## src/rtl/ar_pkg.sv

```systemverilog
package ar_pkg;

   localparam int ADDR_W  = 32;
   localparam int NIB_W   = 4;
   localparam int TBL_W   = 16 * NIB_W;
   localparam int WORD_W  = 32;
   localparam int MAX_CODE = 10;

   typedef logic [NIB_W-1:0]  nib_t;
   typedef logic [TBL_W-1:0]  tbl_t;
   typedef logic [WORD_W-1:0] word_t;

   typedef enum logic [2:0] {
      W_SEL0 = 3'd0,
      W_SEL1 = 3'd1,
      W_OFS0 = 3'd2,
      W_OFS1 = 3'd3,
      W_BOOT = 3'd4,
      W_UPD  = 3'd5
   } word_e;

   function automatic nib_t nib_at(input tbl_t tbl, input nib_t idx);
      return tbl[{idx, 2'b00} +: NIB_W];
   endfunction

endpackage

```

## src/rtl/ar_slot.sv

```systemverilog
module ar_slot
   import ar_pkg::*;
#(
   parameter bit    HAS_BOOT = 1'b0,
   parameter word_t DEF_SEL0 = 32'h7777_7777,
   parameter word_t DEF_SEL1 = 32'h7777_7777,
   parameter word_t DEF_OFS0 = 32'hFEDC_BA98,
   parameter word_t DEF_OFS1 = 32'h7654_3210,
   parameter logic [1:0] DEF_BOOT = 2'b11
) (
   input  logic       clk,
   input  logic       rst_n,
   input  logic       wr_en,
   input  logic [2:0] widx,
   input  word_t      wdata,
   output word_t      stg_sel0,
   output word_t      stg_sel1,
   output word_t      stg_ofs0,
   output word_t      stg_ofs1,
   output tbl_t       cmt_sel,
   output tbl_t       cmt_ofs,
   output logic [1:0] boot_bits
);

   logic do_commit;
   assign do_commit = wr_en && (widx == W_UPD) && (wdata == word_t'(1));

   always_ff @(posedge clk or negedge rst_n) begin
      if (!rst_n) begin
         stg_sel0 <= DEF_SEL0;
         stg_sel1 <= DEF_SEL1;
         stg_ofs0 <= DEF_OFS0;
         stg_ofs1 <= DEF_OFS1;
      end else if (wr_en) begin
         case (widx)
            W_SEL0:  stg_sel0 <= wdata;
            W_SEL1:  stg_sel1 <= wdata;
            W_OFS0:  stg_ofs0 <= wdata;
            W_OFS1:  stg_ofs1 <= wdata;
            default: ;
         endcase
      end
   end

   always_ff @(posedge clk or negedge rst_n) begin
      if (!rst_n) begin
         cmt_sel <= {DEF_SEL0, DEF_SEL1};
         cmt_ofs <= {DEF_OFS0, DEF_OFS1};
      end else if (do_commit) begin
         cmt_sel <= {stg_sel0, stg_sel1};
         cmt_ofs <= {stg_ofs0, stg_ofs1};
      end
   end

   generate
      if (HAS_BOOT) begin : g_boot
         logic [1:0] boot_q;
         always_ff @(posedge clk or negedge rst_n) begin
            if (!rst_n)
               boot_q <= DEF_BOOT;
            else if (wr_en && widx == W_BOOT)
               boot_q <= wdata[1:0];
         end
         assign boot_bits = boot_q;
      end else begin : g_noboot
         assign boot_bits = 2'b00;
      end
   endgenerate

endmodule

```

## src/rtl/ar_lookup.sv

```systemverilog
module ar_lookup
   import ar_pkg::*;
#(
   parameter nib_t BOOT_SLAVE = 4'd5
) (
   input  logic [ADDR_W-1:0] addr,
   input  tbl_t              sel,
   input  tbl_t              ofs,
   input  logic              mirror,
   output nib_t              slave,
   output logic [ADDR_W-1:0] raddr,
   output logic              derr
);

   nib_t ap;
   nib_t code;
   logic bad;

   assign ap   = addr[ADDR_W-1 -: NIB_W];
   assign code = nib_at(sel, ap);
   assign bad  = (code == '0) || (code > nib_t'(MAX_CODE));

   always_comb begin
      if (mirror && ap == '0) begin
         slave = BOOT_SLAVE;
         raddr = addr;
         derr  = 1'b0;
      end else begin
         slave = bad ? '0 : code;
         raddr = {nib_at(ofs, ap), addr[ADDR_W-NIB_W-1:0]};
         derr  = bad;
      end
   end

endmodule

```

## src/rtl/ar_ext.sv

```systemverilog
module ar_ext
   import ar_pkg::*;
#(
   parameter word_t DEF_EXT = '0
) (
   input  logic  clk,
   input  logic  rst_n,
   input  logic  wr_val,
   input  logic  wr_upd,
   input  word_t wdata,
   output word_t stg,
   output word_t cmt
);

   always_ff @(posedge clk or negedge rst_n) begin
      if (!rst_n) begin
         stg <= DEF_EXT;
         cmt <= DEF_EXT;
      end else begin
         if (wr_val)
            stg <= wdata;
         if (wr_upd && wdata == word_t'(1))
            cmt <= stg;
      end
   end

endmodule

```

## src/rtl/aperture_remap.sv

```systemverilog
module aperture_remap
   import ar_pkg::*;
#(
   parameter int    N_MASTERS  = 12,
   parameter int    RA_W       = 12,
   parameter word_t DEF_SEL0   = 32'h7777_7777,
   parameter word_t DEF_SEL1   = 32'h7777_7777,
   parameter word_t DEF_OFS0   = 32'hFEDC_BA98,
   parameter word_t DEF_OFS1   = 32'h7654_3210,
   parameter logic [1:0] DEF_BOOT = 2'b11,
   parameter word_t DEF_EXT    = 32'h0000_0000,
   parameter nib_t  BOOT_SLAVE = 4'd5
) (
   input  logic                      clk,
   input  logic                      rst_n,
   input  logic                      reg_wr,
   input  logic [RA_W-1:0]           reg_addr,
   input  logic [31:0]               reg_wdata,
   output logic [31:0]               reg_rdata,
   input  logic [N_MASTERS*32-1:0]   m_addr,
   output logic [N_MASTERS*4-1:0]    m_slave,
   output logic [N_MASTERS*32-1:0]   m_raddr,
   output logic [N_MASTERS-1:0]      m_derr,
   output logic [31:0]               ext_cfg
);

   localparam int GW       = RA_W - 5;
   localparam int WA_W     = RA_W - 2;
   localparam int EXT_WORD = 'h180 >> 2;
   localparam int EXU_WORD = 'h194 >> 2;

   generate
      if (N_MASTERS < 1 || N_MASTERS > 12) begin : g_bad_cnt
         $error("aperture_remap: N_MASTERS must be 1..12 to stay below 0x180");
      end
      if (RA_W < 9) begin : g_bad_aw
         $error("aperture_remap: RA_W must reach address 0x194");
      end
      if (BOOT_SLAVE == 0 || BOOT_SLAVE > MAX_CODE) begin : g_bad_boot
         $error("aperture_remap: BOOT_SLAVE must be a valid slave code");
      end
   endgenerate

   logic [GW-1:0]   grp;
   logic [2:0]      widx;
   logic [WA_W-1:0] waddr;
   logic            unused_lsb;

   assign grp        = reg_addr[RA_W-1:5];
   assign widx       = reg_addr[4:2];
   assign waddr      = reg_addr[RA_W-1:2];
   assign unused_lsb = ^reg_addr[1:0];

   word_t      st_sel0 [N_MASTERS];
   word_t      st_sel1 [N_MASTERS];
   word_t      st_ofs0 [N_MASTERS];
   word_t      st_ofs1 [N_MASTERS];
   tbl_t       c_sel   [N_MASTERS];
   tbl_t       c_ofs   [N_MASTERS];
   logic [1:0] boot    [N_MASTERS];

   genvar m;
   generate
      for (m = 0; m < N_MASTERS; m++) begin : g_m
         ar_slot #(
            .HAS_BOOT (m == 0),
            .DEF_SEL0 (DEF_SEL0),
            .DEF_SEL1 (DEF_SEL1),
            .DEF_OFS0 (DEF_OFS0),
            .DEF_OFS1 (DEF_OFS1),
            .DEF_BOOT (DEF_BOOT)
         ) u_slot (
            .clk       (clk),
            .rst_n     (rst_n),
            .wr_en     (reg_wr && grp == GW'(m)),
            .widx      (widx),
            .wdata     (reg_wdata),
            .stg_sel0  (st_sel0[m]),
            .stg_sel1  (st_sel1[m]),
            .stg_ofs0  (st_ofs0[m]),
            .stg_ofs1  (st_ofs1[m]),
            .cmt_sel   (c_sel[m]),
            .cmt_ofs   (c_ofs[m]),
            .boot_bits (boot[m])
         );

         ar_lookup #(
            .BOOT_SLAVE (BOOT_SLAVE)
         ) u_lookup (
            .addr   (m_addr[m*32 +: 32]),
            .sel    (c_sel[m]),
            .ofs    (c_ofs[m]),
            .mirror (boot[m] != 2'b00),
            .slave  (m_slave[m*4 +: 4]),
            .raddr  (m_raddr[m*32 +: 32]),
            .derr   (m_derr[m])
         );
      end
   endgenerate

   word_t ext_stg;

   ar_ext #(
      .DEF_EXT (DEF_EXT)
   ) u_ext (
      .clk    (clk),
      .rst_n  (rst_n),
      .wr_val (reg_wr && waddr == WA_W'(EXT_WORD)),
      .wr_upd (reg_wr && waddr == WA_W'(EXU_WORD)),
      .wdata  (reg_wdata),
      .stg    (ext_stg),
      .cmt    (ext_cfg)
   );

   always_comb begin
      reg_rdata = '0;
      if (waddr == WA_W'(EXT_WORD))
         reg_rdata = ext_stg;
      for (int i = 0; i < N_MASTERS; i++) begin
         if (grp == GW'(i)) begin
            case (widx)
               W_SEL0:  reg_rdata = st_sel0[i];
               W_SEL1:  reg_rdata = st_sel1[i];
               W_OFS0:  reg_rdata = st_ofs0[i];
               W_OFS1:  reg_rdata = st_ofs1[i];
               W_BOOT:  reg_rdata = {30'd0, boot[i]};
               default: reg_rdata = '0;
            endcase
         end
      end
   end

endmodule

```

## config.mk

```make
export PLATFORM = sky130hd
export DESIGN_NAME = aperture_remap
export DESIGN_NICKNAME = d
export VERILOG_FILES = /design/src/rtl/ar_pkg.sv /design/src/rtl/ar_slot.sv /design/src/rtl/ar_lookup.sv /design/src/rtl/ar_ext.sv /design/src/rtl/aperture_remap.sv
export SDC_FILE = /design/constraint.sdc
export NUM_CORES = 2
export LEC_CHECK = 0
export BUFFER_PORTS_ARGS = -buffer_cell sky130_fd_sc_hd__clkbuf_2
export CORE_MARGIN = 8
export CORE_UTILIZATION = 50
export CTS_CLUSTER_DIAMETER = 100
export DETAILED_ROUTE_END_ITERATION = 12
export GPL_ROUTABILITY_DRIVEN = 0
export MAX_ROUTING_LAYER = met4
export PLACE_DENSITY = 0.68
export SLEW_MARGIN = 20
export SYNTH_ARGS = -nofsm -noshare
export SYNTH_HDL_FRONTEND = slang
export SYNTH_SLANG_ARGS = --single-unit
export TNS_END_PERCENT = 30
```

## constraint.sdc

```tcl
create_clock -name clk -period 2.8 [get_ports clk]
set_input_delay 0 -clock clk [delete_from_list [all_inputs] [get_ports clk]]
set_output_delay 0 -clock clk [all_outputs]
set_load 0.02 [all_outputs]
```

# After elaboration in Yosys (flattened, before gate mapping)
# Index checks and enable logic that the tools add are counted.
# word_totals
ff_bits	3138
input_bits	431
output_inout_bits	508
wordCells	287
# classes
order_cmp	12
eq_ne	19
shift	24
mux	40
n_reduce_logical	117
# ops
cell	count
$shiftx A64 B7 Y4	24
$pmux W32 S4	11
$mux W32	14
$pmux W32 S5	1
$reduce_and A2 Y1	48
$logic_not A4 Y1	13
$mux W4	13
$gt A4 B4 Y1 const B	12
$logic_and A1 B1 Y1	41
$eq A32 B1 Y1 const B	1
$eq A7 B3 Y1 const B	4
$eq A7 B4 Y1 const B	4
$eq A10 B7 Y1 const B	2
$eq A7 B2 Y1 const B	2
$logic_or A1 B1 Y1	12
$eq A7 B1 Y1 const B	1
$logic_not A7 Y1	1
$eq A3 B2 Y1 const B	2
$eq A3 B3 Y1 const B	2
$eq A3 B1 Y1 const B	1
$logic_not A3 Y1	1
$reduce_bool A2 Y1	1
$mux W1	1

# Longest topological paths before layout
# depth
depth_word	14
depth_mapped	9
ltp_nobuf	5

# Hierarchy
# From an unflattened synthesis, not the netlist that was laid out.
# unflattened
cells_unflattened	9303
area_unflattened_um2	150738.3
# by_module_without_submodules
mod	n_inst	cells_per_inst	area_per_inst_um2	seq_area_each_um2
ar_slot at g_m[10].u_slot ...	11	560	9879.5	6606.3
ar_lookup	12	110	1346.3	0.0
aperture_remap	1	1113	12996.2	0.0
ar_slot at g_m[0].u_slot	1	562	10452.5	6658.9
ar_ext	1	148	2459.9	1601.5

# Worst setup path before layout
# OpenSTA, ideal clock, no wires.
# synth_timing
path_type	input port to output port
startpoint	input port reg_addr[2]
endpoint	output port reg_rdata[12]
t_arrival_ns	2.567
required_time_ns	2.800
setup_slack_ns	0.233
cell_stages	7
n_path_buf	4
cell_sequence	clkbuf_1 > buf_2 > buf_1 > buf_2 > mux4_2 > a2111oi_0 > o211ai_1
# synth_via
elab_chain_cells	14
elab_cells_between_ends	31
classes_between	eq/ne (5); mux (25); reduce/logical (1)
# synth_lines
item	line	text
from (decl)	aperture_remap.sv:17	input logic [RA_W-1:0] reg_addr,
$eq A3 B3 Y1 (tied with other cells)	aperture_remap.sv:121	case (widx)
$pmux W32 S5 / $mux W32 (equally long branches)	aperture_remap.sv:121, aperture_remap.sv:117	
$mux W32 (11 in series)	aperture_remap.sv:120	if (grp == GW'(i)) begin
$mux W32 *	aperture_remap.sv:120	
to (decl)	aperture_remap.sv:19	output logic [31:0] reg_rdata,
# Every way passes the cells marked *; elsewhere a longest branch is shown, timed or not.

# Worst setup path after layout
# layout_timing
startpoint	register g_m[8].u_slot.stg_sel1[18]
endpoint	output port reg_rdata[18]
# layout_via
elab_chain_cells	5
# layout_lines
item	line	text
from (decl)	ar_slot.sv:17	output word_t stg_sel1,
from (signal assigned)	ar_slot.sv:37	W_SEL1: stg_sel1 <= wdata;
$pmux W32 S4	aperture_remap.sv:121	
$mux W32 (4 in series)	aperture_remap.sv:120	
# Every way passes these cells.

==> impl_metrics.csv <==
group,metric,value,unit
power,vdd_drop_max,469,uV
power,leakage,73.4,nW
timing,max_clock_freq,293,MHz
clocking,worstSkewPairLatency,0.95,ns
floorplan,die_h,557,um
power,switching_share,23.5,%
synthesis,synthArstFlopShare,100,%
timing,tightestPinTransition,1.19,ns
worst_setup_path,crit_family,"compound AO/OA/AOI/OAI gates",
timing,rsz0062_at_grt,"yes",
cells_and_area,fillCellCount,22100,
worst_setup_path,critPathBufInv,3,
worst_setup_path,critical-path-max-stage-delay,0.85,ns
cells_and_area,area_growth,14.5,%
worst_setup_path,path_class,"reg2out",
timing,skew,0.0483,ns
cells_and_area,stdcell_area,0.168,mm2
synthesis,synth.ff_latch_count,3138,
worst_setup_path,crit_path_start_kind,"flop",
synthesis,syn_area,0.146,mm2
worst_setup_path,worstPathRequired,2.80,ns
global_route,track_usage,32.9,%
clocking,cts_tree,"built",
floorplan,die_w,557,um
detailed_routing,wl,498,mm
timing,finalMaxSlewViolations,0,
power,pwr-share-comb,4.8,%
synthesis,yosys_warnings,0,
floorplan,core,0.291,mm2
detailed_routing,wl_per_cell,37.0,um
timing,post-route-period-util,122,%
floorplan,die_area,0.310,mm2
place,dp_slack,-0.674,ns
worst_setup_path,cp_max_fo,3,
clocking,cts_sinks,3138,
flow_run,cap_viol_max_count,0,
detailed_routing,drt-initial-drc-count,7591,
place,dpl_cell_area,0.154,mm2
detailed_routing,drt_pre_antenna_iters,9,
place,dpl.hpwl,350,mm
clocking,cts_max_level,5,
floorplan,pin_count,939,
synthesis,synthMuxAreaShare,37.2,%
synthesis,ys_dominant_reg_cell,"dfstp_2",
floorplan,rows,198,
synthesis,seq_area_frac_synth,55.3,%
timing,relSlewSlack,20.9,%
timing,fin_tns_setup,-18.94,ns
worst_setup_path,cpMostUsedCell,"buf_6",
global_route,grt_max_degree,119,
clocking,cts_root_buf,"clkbuf_16",
power,p_total,95.6,mW
cells_and_area,fin_nets,9658,
detailed_routing,drc,0,
power,seq_power_share,48.4,%
worst_setup_path,crit_chain,"mux4_2 > nand2_1 > a21oi_1 > a2111oi_2 > buf_4 > nand3_2 > buf_6 > buf_6",
place,dp.cells,12700,
synthesis,yosys.area_share.simple,1.60,%
detailed_routing,vias,85500,
worst_setup_path,cp-end-kind,"output port",
worst_setup_path,arrival,3.41,ns
detailed_routing,avgViaCountPerCell,6.36,
synthesis,synth_compound_area_share,1.47,%
status,violations,"setup timing",
cells_and_area,layout_commonest_cell,"mux2_2",
power,switchingPower,22.5,mW
floorplan,start_util,50.3,%
global_route,grt_pass1_wl,706,mm
status,status,"complete, but fails checks",
power,power.density,570,mW/mm2
synthesis,synth_edf_count,0,
place,place.port_buffers,264,
synthesis,synth_nets,9411,
detailed_routing,ant_nets,0,
cells_and_area,utilization,57.6,%
clocking,cts_buffer_depth,4,
power,p_clk_share,46.8,%
worst_hold_path,hold_class,"in2out",
clocking,cts_buffers,335,
synthesis,synth_area_per_cell,16.3,um2
power,p_int,73.1,mW
timing,setup_ws,-0.611,ns
timing,hold_viol,0,
worst_setup_path,slowest_stage,"a21oi_1",
synthesis,netlist_instances,8980,
cells_and_area,layout-drive-gt1-share,73.8,%
clocking,path_clk_slew,0.05,ns
timing,whs,0.00000562,ns
synthesis,synth_fa_ha_area_share,0,%
cells_and_area,final_cells,13500,
cells_and_area,mostFrequentLayoutCells,"mux2_2 (2538), dfstp_2 (1922), dfrtp_1 (1216)",
global_route,antenna_found_initial,52,
timing,period_needed,3.41,ns
global_route,grt_pass1_vias,89700,
global_route,grt_overflow,0,
timing,setup_viol,82,
synthesis,yosysUniqueCellTypes,62,
synthesis,post_synth_xor_area_fraction,0,%
synthesis,synth_top_family_by_area,"multiplexers",
-- layout make-up --
cell class              count  area (um2)  share of cell area (%)
repair buffers            987       10200                    6.08
diodes                     35        87.6                  0.0523
flip-flops and latches   3138       80900                    48.3
well taps                3900        4880                    2.91
clock inverters           100        1230                   0.733
clock buffers             525        9950                    5.94
multi-input cells        4761       60300                    36.0
inverters                   4        15.0                 0.00896
-- cells in the mapped netlist (16+ instances only) --
| cell | instances | area, um2 |
|---|---|---|
| mux4_2 | 836 | 18800 |
| mux2_1 | 600 | 6760 |
| nor2b_1 | 40 | 250 |
| clkbuf_1 | 321 | 1200 |
| a22o_1 | 35 | 307 |
| buf_1 | 88 | 330 |
| nand2_1 | 139 | 522 |
| dfstp_2 | 1922 | 50500 |
| and2_1 | 39 | 244 |
| buf_2 | 158 | 791 |
| mux2_2 | 2540 | 28600 |
| mux2i_1 | 30 | 300 |
| o21ai_0 | 29 | 145 |
| nand4_1 | 18 | 113 |
| buf_6 | 62 | 698 |
| nor2_1 | 57 | 214 |
| nor3_1 | 21 | 105 |
| dfrtp_1 | 1216 | 30400 |
| nand3_1 | 69 | 345 |
| a22oi_1 | 124 | 931 |
| buf_4 | 448 | 3360 |
| a21oi_1 | 46 | 230 |
| or3_1 | 16 | 100 |
-- what timing repair did --
| action | 4_1_cts | 5_1_grt |
|---|---|---|
| hold buffers | 31 | 0 |
| pin swaps | 94 | 41 |
| setup endpoints to repair | 91 | 89 |
| hold endpoints to repair | 1916 | 0 |
| resized for setup | 360 | 60 |
| gates cloned | 0 | 0 |
| buffers inserted | 34 | 13 |
-- power groups by stage --
stage	clock [mW]	combinational (mW)	sequential (mW)
after CTS	45.3	4.60	46.3
after global placement	0	4.44	46.9
after floorplan	0	2.50	46.8
after global routing	47.2	4.84	46.3
after detailed placement	0	4.53	47.0
final	44.7	4.61	46.3
-- per-layer routing --
layer	routed length, um	share of wire, %	vias to the layer above	GRT usage (%)
met5	0	0	-	-
met4	40000	8.0	0	20.6
met3	47300	9.5	1418	9.82
met2	226000	45	3718	48.4
met1	185000	37	46600	39.8
li1	-	-	33800	-
-- flip-flops by register name (all words and copies together) (netlist names) --
name / count
g_m.u_slot.stg_sel1: 384
g_m.u_slot.boot_bits: 2
g_m.u_slot.stg_ofs1: 384
u_ext.cmt: 32
u_ext.stg: 32
g_m.u_slot.stg_sel0: 384
g_m.u_slot.stg_ofs0: 384
g_m.u_slot.cmt_sel: 768
g_m.u_slot.cmt_ofs: 768
-- path summary, 6_finish.rpt --
kind	start	to	slack, ns	cells after the start
max in group asynchronous	rst_n	g_m[5].u_slot.cmt_ofs[25]	1.74	4
worst min-delay path	m_addr[232]	m_raddr[232]	0.000006	0
worst min register to register	g_m[4].u_slot.cmt_ofs[8]	g_m[4].u_slot.cmt_ofs[8]	0.48	1
min in group asynchronous	rst_n	g_m[1].u_slot.stg_sel1[3]	0.24	3
worst max register to register	u_ext.stg[8]	u_ext.stg[8]	1.76	1
worst max-delay path	g_m[8].u_slot.stg_sel1[18]	reg_rdata[18]	-0.61	8
-- cells by family (layout without fill, tap and decap cells) --
kind of cell	after synthesis	after routing
flip-flops	3138	3138
other	0	35
buffers and inverters	1081	1616
multiplexers	4006	4006
AO/OA/AOI/OAI	297	297
AND/OR/NAND/NOR	458	458
No activity file was read; power rests on OpenSTA's default activity.
